`src/rtl/mdio_pkg.sv`:
```
package mdio_pkg;

    localparam int PRE_BITS  = 32;
    localparam int HDR_BITS  = 4;
    localparam int PHY_W     = 5;
    localparam int REG_W     = 5;
    localparam int TA_BITS   = 2;
    localparam int DAT_W     = 16;

    localparam int FRAME_BITS  = PRE_BITS + HDR_BITS + PHY_W + REG_W + TA_BITS + DAT_W;
    localparam int CNT_W       = $clog2(FRAME_BITS);
    localparam int RELEASE_IDX = PRE_BITS + HDR_BITS + PHY_W + REG_W;
    localparam int DATA_IDX    = RELEASE_IDX + TA_BITS;

    localparam logic [HDR_BITS-1:0] HDR_WRITE = 4'b0101;
    localparam logic [HDR_BITS-1:0] HDR_READ  = 4'b0110;
    localparam logic [TA_BITS-1:0]  TA_WRITE  = 2'b10;

    typedef enum logic {
        ST_IDLE,
        ST_RUN
    } mm_state_e;

    typedef struct packed {
        mm_state_e          state;
        logic               rd;
        logic [CNT_W-1:0]   bit_idx;
        logic               done;
        logic [DAT_W-1:0]   rdata;
    } mm_ctrl_t;

    function automatic logic [FRAME_BITS-1:0] compose_frame(
        input logic              rd,
        input logic [PHY_W-1:0]  phy,
        input logic [REG_W-1:0]  rg,
        input logic [DAT_W-1:0]  wd
    );
        logic [HDR_BITS-1:0] hdr;
        logic [TA_BITS-1:0]  ta;
        logic [DAT_W-1:0]    pay;
        hdr = rd ? HDR_READ : HDR_WRITE;
        ta  = rd ? {TA_BITS{1'b1}} : TA_WRITE;
        pay = rd ? {DAT_W{1'b1}} : wd;
        return {{PRE_BITS{1'b1}}, hdr, phy, rg, ta, pay};
    endfunction

endpackage

```
`src/rtl/mdio_mdc_gen.sv`:
```
module mdio_mdc_gen #(
    parameter int DIV = 2
) (
    input  logic clk,
    input  logic rst_n,
    input  logic run_i,
    output logic mdc_o,
    output logic rise_o,
    output logic fall_o
);

    generate
        if (DIV <= 1) begin : g_half_rate
            logic mdc_d, mdc_q;

            always_comb begin
                mdc_d = run_i ? ~mdc_q : 1'b0;
            end

            always_ff @(posedge clk or negedge rst_n) begin
                if (!rst_n) mdc_q <= 1'b0;
                else        mdc_q <= mdc_d;
            end

            assign mdc_o  = mdc_q;
            assign rise_o = run_i & ~mdc_q;
            assign fall_o = run_i &  mdc_q;
        end else begin : g_counted
            localparam int CW = $clog2(DIV);
            localparam logic [CW-1:0] LAST = CW'(DIV - 1);

            typedef struct packed {
                logic [CW-1:0] cnt;
                logic          mdc;
            } gen_t;

            gen_t gen_d, gen_q;
            logic wrap;

            always_comb begin
                gen_d = gen_q;
                wrap  = 1'b0;
                if (!run_i) begin
                    gen_d.cnt = '0;
                    gen_d.mdc = 1'b0;
                end else if (gen_q.cnt == LAST) begin
                    wrap      = 1'b1;
                    gen_d.cnt = '0;
                    gen_d.mdc = ~gen_q.mdc;
                end else begin
                    gen_d.cnt = gen_q.cnt + 1'b1;
                end
            end

            always_ff @(posedge clk or negedge rst_n) begin
                if (!rst_n) gen_q <= '0;
                else        gen_q <= gen_d;
            end

            assign mdc_o  = gen_q.mdc;
            assign rise_o = wrap & ~gen_q.mdc;
            assign fall_o = wrap &  gen_q.mdc;
        end
    endgenerate

endmodule

```
`src/rtl/mdio_shift_unit.sv`:
```
module mdio_shift_unit #(
    parameter int TX_W = 64,
    parameter int RX_W = 16
) (
    input  logic            clk,
    input  logic            rst_n,
    input  logic            load_i,
    input  logic [TX_W-1:0] load_val_i,
    input  logic            shift_i,
    input  logic            cap_i,
    input  logic            cap_bit_i,
    output logic            tx_bit_o,
    output logic [RX_W-1:0] rx_o
);

    typedef struct packed {
        logic [TX_W-1:0] tx;
        logic [RX_W-1:0] rx;
    } sh_t;

    sh_t sh_d, sh_q;

    always_comb begin
        sh_d = sh_q;
        if (load_i) begin
            sh_d.tx = load_val_i;
            sh_d.rx = '0;
        end else begin
            if (shift_i) sh_d.tx = {sh_q.tx[TX_W-2:0], 1'b0};
            if (cap_i)   sh_d.rx = {sh_q.rx[RX_W-2:0], cap_bit_i};
        end
    end

    always_ff @(posedge clk or negedge rst_n) begin
        if (!rst_n) sh_q <= '0;
        else        sh_q <= sh_d;
    end

    assign tx_bit_o = sh_q.tx[TX_W-1];
    assign rx_o     = sh_q.rx;

endmodule

```
`src/rtl/mdio_master.sv`:
```
module mdio_master
    import mdio_pkg::*;
#(
    parameter int CLK_DIV = 2
) (
    input  logic             clk,
    input  logic             rst_n,
    input  logic             start_i,
    input  logic             read_i,
    input  logic [PHY_W-1:0] phy_addr_i,
    input  logic [REG_W-1:0] reg_addr_i,
    input  logic [DAT_W-1:0] wdata_i,
    output logic [DAT_W-1:0] rdata_o,
    output logic             busy_o,
    output logic             done_o,
    output logic             mdc_o,
    output logic             mdio_o,
    output logic             mdio_oe_o,
    input  logic             mdio_i
);

    localparam logic [CNT_W-1:0] LAST_BIT   = CNT_W'(FRAME_BITS - 1);
    localparam logic [CNT_W-1:0] REL_BIT    = CNT_W'(RELEASE_IDX);
    localparam logic [CNT_W-1:0] FIRST_DATA = CNT_W'(DATA_IDX);

    mm_ctrl_t ctl_d, ctl_q;

    logic                  running;
    logic                  tick_rise, tick_fall;
    logic                  do_load, do_shift, do_cap;
    logic                  tx_bit;
    logic [DAT_W-1:0]      rx_word;
    logic [FRAME_BITS-1:0] frame_word;

    assign running    = (ctl_q.state == ST_RUN);
    assign frame_word = compose_frame(read_i, phy_addr_i, reg_addr_i, wdata_i);

    mdio_mdc_gen #(
        .DIV (CLK_DIV)
    ) u_mdc (
        .clk    (clk),
        .rst_n  (rst_n),
        .run_i  (running),
        .mdc_o  (mdc_o),
        .rise_o (tick_rise),
        .fall_o (tick_fall)
    );

    mdio_shift_unit #(
        .TX_W (FRAME_BITS),
        .RX_W (DAT_W)
    ) u_shift (
        .clk        (clk),
        .rst_n      (rst_n),
        .load_i     (do_load),
        .load_val_i (frame_word),
        .shift_i    (do_shift),
        .cap_i      (do_cap),
        .cap_bit_i  (mdio_i),
        .tx_bit_o   (tx_bit),
        .rx_o       (rx_word)
    );

    always_comb begin
        ctl_d      = ctl_q;
        ctl_d.done = 1'b0;
        do_load    = 1'b0;
        do_shift   = 1'b0;
        do_cap     = 1'b0;
        unique case (ctl_q.state)
            ST_IDLE: begin
                if (start_i) begin
                    do_load       = 1'b1;
                    ctl_d.state   = ST_RUN;
                    ctl_d.rd      = read_i;
                    ctl_d.bit_idx = '0;
                end
            end
            ST_RUN: begin
                if (tick_rise && ctl_q.rd && (ctl_q.bit_idx >= FIRST_DATA)) begin
                    do_cap = 1'b1;
                end
                if (tick_fall) begin
                    if (ctl_q.bit_idx == LAST_BIT) begin
                        ctl_d.state = ST_IDLE;
                        ctl_d.done  = 1'b1;
                        if (ctl_q.rd) ctl_d.rdata = rx_word;
                    end else begin
                        do_shift      = 1'b1;
                        ctl_d.bit_idx = ctl_q.bit_idx + 1'b1;
                    end
                end
            end
            default: ctl_d.state = ST_IDLE;
        endcase
    end

    always_ff @(posedge clk or negedge rst_n) begin
        if (!rst_n) ctl_q <= '0;
        else        ctl_q <= ctl_d;
    end

    assign mdio_oe_o = running & (~ctl_q.rd | (ctl_q.bit_idx < REL_BIT));
    assign mdio_o    = tx_bit & mdio_oe_o;
    assign busy_o    = running;
    assign done_o    = ctl_q.done;
    assign rdata_o   = ctl_q.rdata;

endmodule

```
`config.mk`:
```
export PLATFORM = sky130hd
export DESIGN_NAME = mdio_master
export DESIGN_NICKNAME = d
export VERILOG_FILES = /design/src/rtl/mdio_pkg.sv /design/src/rtl/mdio_mdc_gen.sv /design/src/rtl/mdio_shift_unit.sv /design/src/rtl/mdio_master.sv
export SDC_FILE = /design/constraint.sdc
export NUM_CORES = 1
export LEC_CHECK = 0
export CORE_MARGIN = 4
export CORE_UTILIZATION = 35
export DETAILED_ROUTE_END_ITERATION = 6
export GPL_TIMING_DRIVEN = 0
export PLACE_DENSITY = 0.61
export SLEW_MARGIN = 10
export SYNTH_ARGS = -nofsm -noshare
export SYNTH_HDL_FRONTEND = slang
export SYNTH_SLANG_ARGS = --single-unit
```
`constraint.sdc`:
```
create_clock -name clk -period 4.7 [get_ports clk]
set_clock_uncertainty 0.15 [all_clocks]
set_input_delay 0.94 -clock clk [delete_from_list [all_inputs] [get_ports clk]]
set_output_delay 0.94 -clock clk [all_outputs]
set_load 0.005 [all_outputs]
```
# Word-level counts from Yosys, hierarchy flattened
# Cells that the tools add are included.
# totals
output_inout_bits	21
regBits	107
latchBits	0
in_bits	31
ram_bits	0
rom_bits	0
mem_count	0
elab_cells	60
# classes
mul	0
n_lt_le_gt_ge	2
n_div	0
n_shift	0
reduce_logical	7
n_bitwise	8
mux	27
addsub	2
n_eq_ne	5
# ops
operator	n
$mux 80	1
$mux 64	1
$mux 16	3
$mux 17	2
$mux 23	1
$mux 1	13
$pmux 6 s2	1
$mux 8	1
$add 6x1->6 const B	1
$eq 6x6->1 const B	1
$ge 6x6->1 const B	1
$lt 6x6->1 const B	1
$mux 6	1
$and 1x1->1	4
$mux 2	2
$ne 2x1->1 const B	2
$ne 2x2->1 const B	2
$reduce_and 4->1	1
$reduce_bool 2->1	2
$not 1->1	3
$reduce_and 3->1	1
$logic_and 1x1->1	2
$pmux 1 s2	1
$reduce_and 2->1	1
other kinds (2)	2

# Logic depth before layout (Yosys ltp)
# Gate-level depths: netlist (run 1).
# logic_depth
depth_word	9
ltp_mapped	7
mapped_depth_nobuf	5

# Modules after synthesis
# From an unflattened synthesis (run 1), not the netlist that was laid out.
# hier_totals
cells_unflattened	477
hier_area_um2	5202.5
# modules_own_cells
module	cells_per_inst	area_per_inst_um2	seq_area_each_um2	instances
mdio_shift_unit	345	3737.3	2001.9	1
mdio_master	124	1376.3	625.6	1
mdio_mdc_gen	8	88.8	50.0	1

# Least setup slack after synthesis (run 1)
# No wires, ideal clock.
# synth_path
path_type	input -> register
start	in start_i
end	reg u_shift.sh_q, in the netlist u_shift.rx_o[10]
arrival_ns	1.744
setup_time_ns	0.132
cell_stages	4
t_required_ns	4.418
slack_ns	2.674
n_path_buf	2
path_cell_list	nor2b_1 -> buf_2 -> clkbuf_1 -> nor2_1
# synth_via
elab_chain_len	3
elab_cells_between_ends	4
cone_classes	mux (3); reduce/logical (1)
# synth_rtl
element	line_no	source
from (decl)	mdio_master.sv:8	input logic start_i,
$mux 1 *	mdio_master.sv:72	if (start_i) begin
$mux 1 *	mdio_master.sv:70	unique case (ctl_q.state)
$mux 80 / $reduce_bool 2->1 (equally long branches)	--	
to (signal assigned)	mdio_shift_unit.sv:35	if (!rst_n) sh_q <= '0;
to (signal assigned)	mdio_shift_unit.sv:36	else sh_q <= sh_d;
to (decl)	mdio_shift_unit.sv:21	sh_t sh_d, sh_q;
# Mark *: on every way between the ends. The rest lies on a longest branch, timed or not.
# A chain may end at the register's enable or synchronous reset.

# Worst setup path in the final report (run 1)
# layout_path
start	reg ctl_q[20] (netlist bit)
end	out mdio_o
# layout_via
elab_chain_len	4
# layout_rtl
element	line_no	source
from (decl)	mdio_master.sv:26	mm_ctrl_t ctl_d, ctl_q;
from (signal assigned)	mdio_master.sv:100	else ctl_q <= ctl_d;
$lt 6x6->1	mdio_master.sv:103	assign mdio_oe_o = running & (~ctl_q.rd | (ctl_q.bit_idx < REL_BIT));
$or 1x1->1	mdio_master.sv:103	
$and 1x1->1	mdio_master.sv:103	
$and 1x1->1	mdio_master.sv:104	assign mdio_o = tx_bit & mdio_oe_o;
to (decl)	mdio_master.sv:17	output logic mdio_o,
# No other way between the ends.

==> metrics, run 1 <==
Antenna diodes 0; crit path kind reg -> out; setup violators final 0; DP HPWL 6.78 mm; CTS Root Cell clkbuf_16; slew margin rel. 65.7%; synthesized cell area 0.00465 mm2; Post-Syn Instances 456; final non-filler cell total 695; CTS clock-pin slew for the worst setup and hold paths 70 ps; GR Overflow Total 0; Seq/Total Area, Yosys 57.6%; ANT nets after route 0; first drt pass iteration count 5; placed cell count 679; P_leak 2.77 nW; share of cells above drive strength 1 13.4%; PwrDens 471 mW/mm2; GPL Wtd Cong 0.739; Pins Over Slew Limit 0; clock buffer depth 2; Post-CTS Setup Repair Bufs 0; Worst Setup SP ctl_q[20]; syn nets 488; final worst-path cycle share 61.7%; Sink Count 107; number of port buffers 50; clock power share 31.9%; Distinct cells, synth 37; Final TNS setup 0 ps; max-cap viol count 0; critical-path maximum fanout 7; CTS resizes 0; Worst EP arrival 1810 ps; Psw 0.792 mW; vias in the first global route 3,363; Die W 123 um; DR vias/cell 4.89; largest net degree at the start of global routing 57; GRT Resource Usage Total 13.6%; pre-CTS setup slack 1690 ps; Num CTS Buffers 9; first-pass GRT wire length 16.4 mm; CTS tree done; H-tree levels 3; worst reg-to-reg setup slack 2540 ps; # rows 41; critical path endpoint category output port; status finished, final reports clean; reg-to-reg critical path startpoint ctl_q[18]; Skew-Pair Late Insertion Delay 350 ps; RSZ-0062 raised after global routing no; Logic pwr share 19.5%; Tmin final 2900 ps; r2r endpoint u_shift.sh_q[40]; chip height 123 um; Fin. Hold Viols 0; crit start category flop; fmax 0.345 GHz; switching part of the total 29.3%; Die ar. 0.0152 mm2; area overhead of the layout relative to synthesis 23.4%; Worst EP required 3610 ps; vias 3,397; type of the most critical hold path reg -> reg; Synth Area per Inst 10.2 um2; Final nets 550; CTS Hold Bufs 0; peak supply drop 0.000314 V; Worst-Margin Slew 514 ps; Initial Util 36.2%; Ys Warns 0; worst-case reg-to-reg path depth 7; initial DRC count 220; overall power 2.70 mW; final worst slack 1800 ps; initial antenna violation count 0; P_int 1.91 mW; Routed WL 9.65 mm; register bit total from synthesis 107; drt wl/cell 13.9 um; Reg power frac 48.6%; Core ar. 0.0128 mm2; Fillers 1,216; Ports 52; Residual DRC 0; CP Capture Point mdio_o
==> worst max-delay path, stage by stage (launching register included) <==
cell and delay (ps):
dfrtp_1 450, a31oi_1 190, o21a_1 200, and2_1 140
clkdlybuf4s50_1 500
==> kinds of logic (layout without fill, tap and decap cells) <==
group / count (synthesis) / after routing / synth area share (%)
xor gates and xnor gates: 1 / 1 / 0.189
AOI/OAI and AO/OA: 93 / 93 / 11.3
and+or+nand+nor: 172 / 172 / 16.2
DFF: 107 / 107 / 57.6
buffers and inverters: 50 / 117 / 6.30
adders and majority gates: 1 / 1 / 0.269
muxes: 32 / 32 / 8.13
==> cells in the mapped netlist (all sizes together) <==
master	count	area share (%)
xor2	1	0.19
and2	3	0.40
ha	1	0.27
nand3	18	2.2
clkbuf	14	1.3
o21a	1	0.16
nand2	99	8.0
nand2b	1	0.13
nor2	26	2.1
nor2b	2	0.27
nor4	1	0.13
a31oi	3	0.40
buf	34	4.8
mux2	16	4.7
a22oi	10	1.6
dfrtp	107	58
o21ai	41	4.5
a21o	2	0.35
a221o	3	0.65
a21oi	32	3.4
mux2i	16	3.4
nor3	16	2.0
a211o	1	0.19
nand4	2	0.40
nor3b	1	0.16
and3	3	0.40
inv	2	0.16
==> registers in the layout (all words and copies together) (netlist names) <==
name and cells:
busy_o 1, ctl_q 7, done_o 1, rdata_o 16, u_mdc.g_counted.gen_q 1, u_mdc.mdc_o 1
u_shift.rx_o 16, u_shift.sh_q 63, u_shift.tx_bit_o 1
==> worst min path at each step <==
stage	startpoint	end	slack, ps	depth (start not counted)
2_1_floorplan	u_shift.sh_q[48]	u_shift.sh_q[49]	280	2
4_1_cts	u_shift.sh_q[62]	u_shift.sh_q[63]	310	2
6_report	u_shift.sh_q[76]	u_shift.sh_q[77]	310	2
3_5_place_dp	u_shift.sh_q[62]	u_shift.sh_q[63]	290	2
3_3_place_gp	u_shift.sh_q[60]	u_shift.sh_q[61]	290	2
5_1_grt	u_shift.sh_q[48]	u_shift.sh_q[49]	340	2
==> metrics by stage <==
| stage | area, um2 | hold slack (ps) | utilization, % |
|---|---|---|---|
| after floorplan | 4650 | 283 | - |
| final | 5740 | 310 | 44.7 |
| after detailed placement | 5390 | 294 | 42.0 |
| after global placement | 5360 | 293 | 41.8 |
| after CTS | 5740 | 313 | 44.7 |
| after global routing | 5740 | 339 | 44.7 |
==> placed cells by master (no fill, tap or decap), types with 6 or more instances in the layout <==
master,instances
buf_4,17
clkdlybuf4s50_1,49
dfrtp_1,107
mux2i_1,16
mux2_2,6
buf_2,13
a22oi_1,10
nand2_1,99
clkbuf_16,9
o21ai_0,40
nor3_1,15
clkbuf_1,15
nand3_1,17
a21oi_1,32
nor2_1,26
mux2_4,10
==> power groups by stage <==
stage | Clock, mW | Combinational, mW | Sequential (mW)
floorplan | 0 | 0.369 | 1.28
CTS | 0.879 | 0.538 | 1.31
global placement | 0 | 0.509 | 1.32
global route | 0.924 | 0.610 | 1.35
detailed placement | 0 | 0.530 | 1.32
finish | 0.863 | 0.528 | 1.31
==> cell type report <==
| class | instances | area (um2) | area share (%) |
|---|---|---|---|
| Timing Repair Buffer | 51 | 529 | 9.23 |
| Buffer | 48 | 285 | 4.97 |
| Multi-Input combinational cell | 299 | 1680 | 29.2 |
| Clock inverter | 4 | 97.6 | 1.70 |
| Tap cell | 172 | 215 | 3.75 |
| Sequential cell | 107 | 2680 | 46.7 |
| Clock buffer | 12 | 246 | 4.30 |
| Inverter | 2 | 7.51 | 0.131 |
==> per-layer routing <==
layer	vias up	global-route usage (%)	share of wire, %
met2	55	22.3	49
met5	-	0	0
met3	10	3.48	4.2
met1	1679	18.0	46
li1	1653	-	-
met4	0	3.88	1.1
No activity file was read; power rests on OpenSTA's default activity.
==> run 2, diff against run 1 <==
==> constraint.sdc (replaced) <==
create_clock -name clk -period 2.71 [get_ports clk]
set_clock_uncertainty 0.15 [all_clocks]
set_input_delay 0.542 -clock clk [delete_from_list [all_inputs] [get_ports clk]]
set_output_delay 0.542 -clock clk [all_outputs]
set_load 0.005 [all_outputs]
==> results of run 2 <==
Same layout as run 1 (identical final DEF). Status: complete, but fails checks: negative hold slack.
Among the figures that moved: setup slack after placement 1690 ps -> 99.1 ps; setup slack after layout 1800 ps -> 209 ps; hold slack 310 ps -> -6.56 ps; number of hold violations in the final report 0 -> 4; register-to-register setup slack 2540 ps -> 550 ps; total power 2.70 mW -> 4.69 mW; worst IR drop on VDD 0.000314 V -> 0.000545 V
==> run 3, diff against run 2 <==
--- a/config.mk
+++ b/config.mk
@@ -7,6 +7,7 @@
 export LEC_CHECK = 0
 export CORE_MARGIN = 4
 export CORE_UTILIZATION = 35
+export CTS_CLUSTER_DIAMETER = 150
 export DETAILED_ROUTE_END_ITERATION = 6
 export GPL_TIMING_DRIVEN = 0
 export PLACE_DENSITY = 0.61
==> results of run 3 <==
Same layout as run 1 (identical final DEF). Status: complete, but fails checks: negative hold slack.
Among the figures that moved: setup slack after placement 1690 ps -> 99.1 ps; setup slack after layout 1800 ps -> 209 ps; hold slack 310 ps -> -6.56 ps; number of hold violations in the final report 0 -> 4; register-to-register setup slack 2540 ps -> 550 ps; total power 2.70 mW -> 4.69 mW; worst IR drop on VDD 0.000314 V -> 0.000545 V
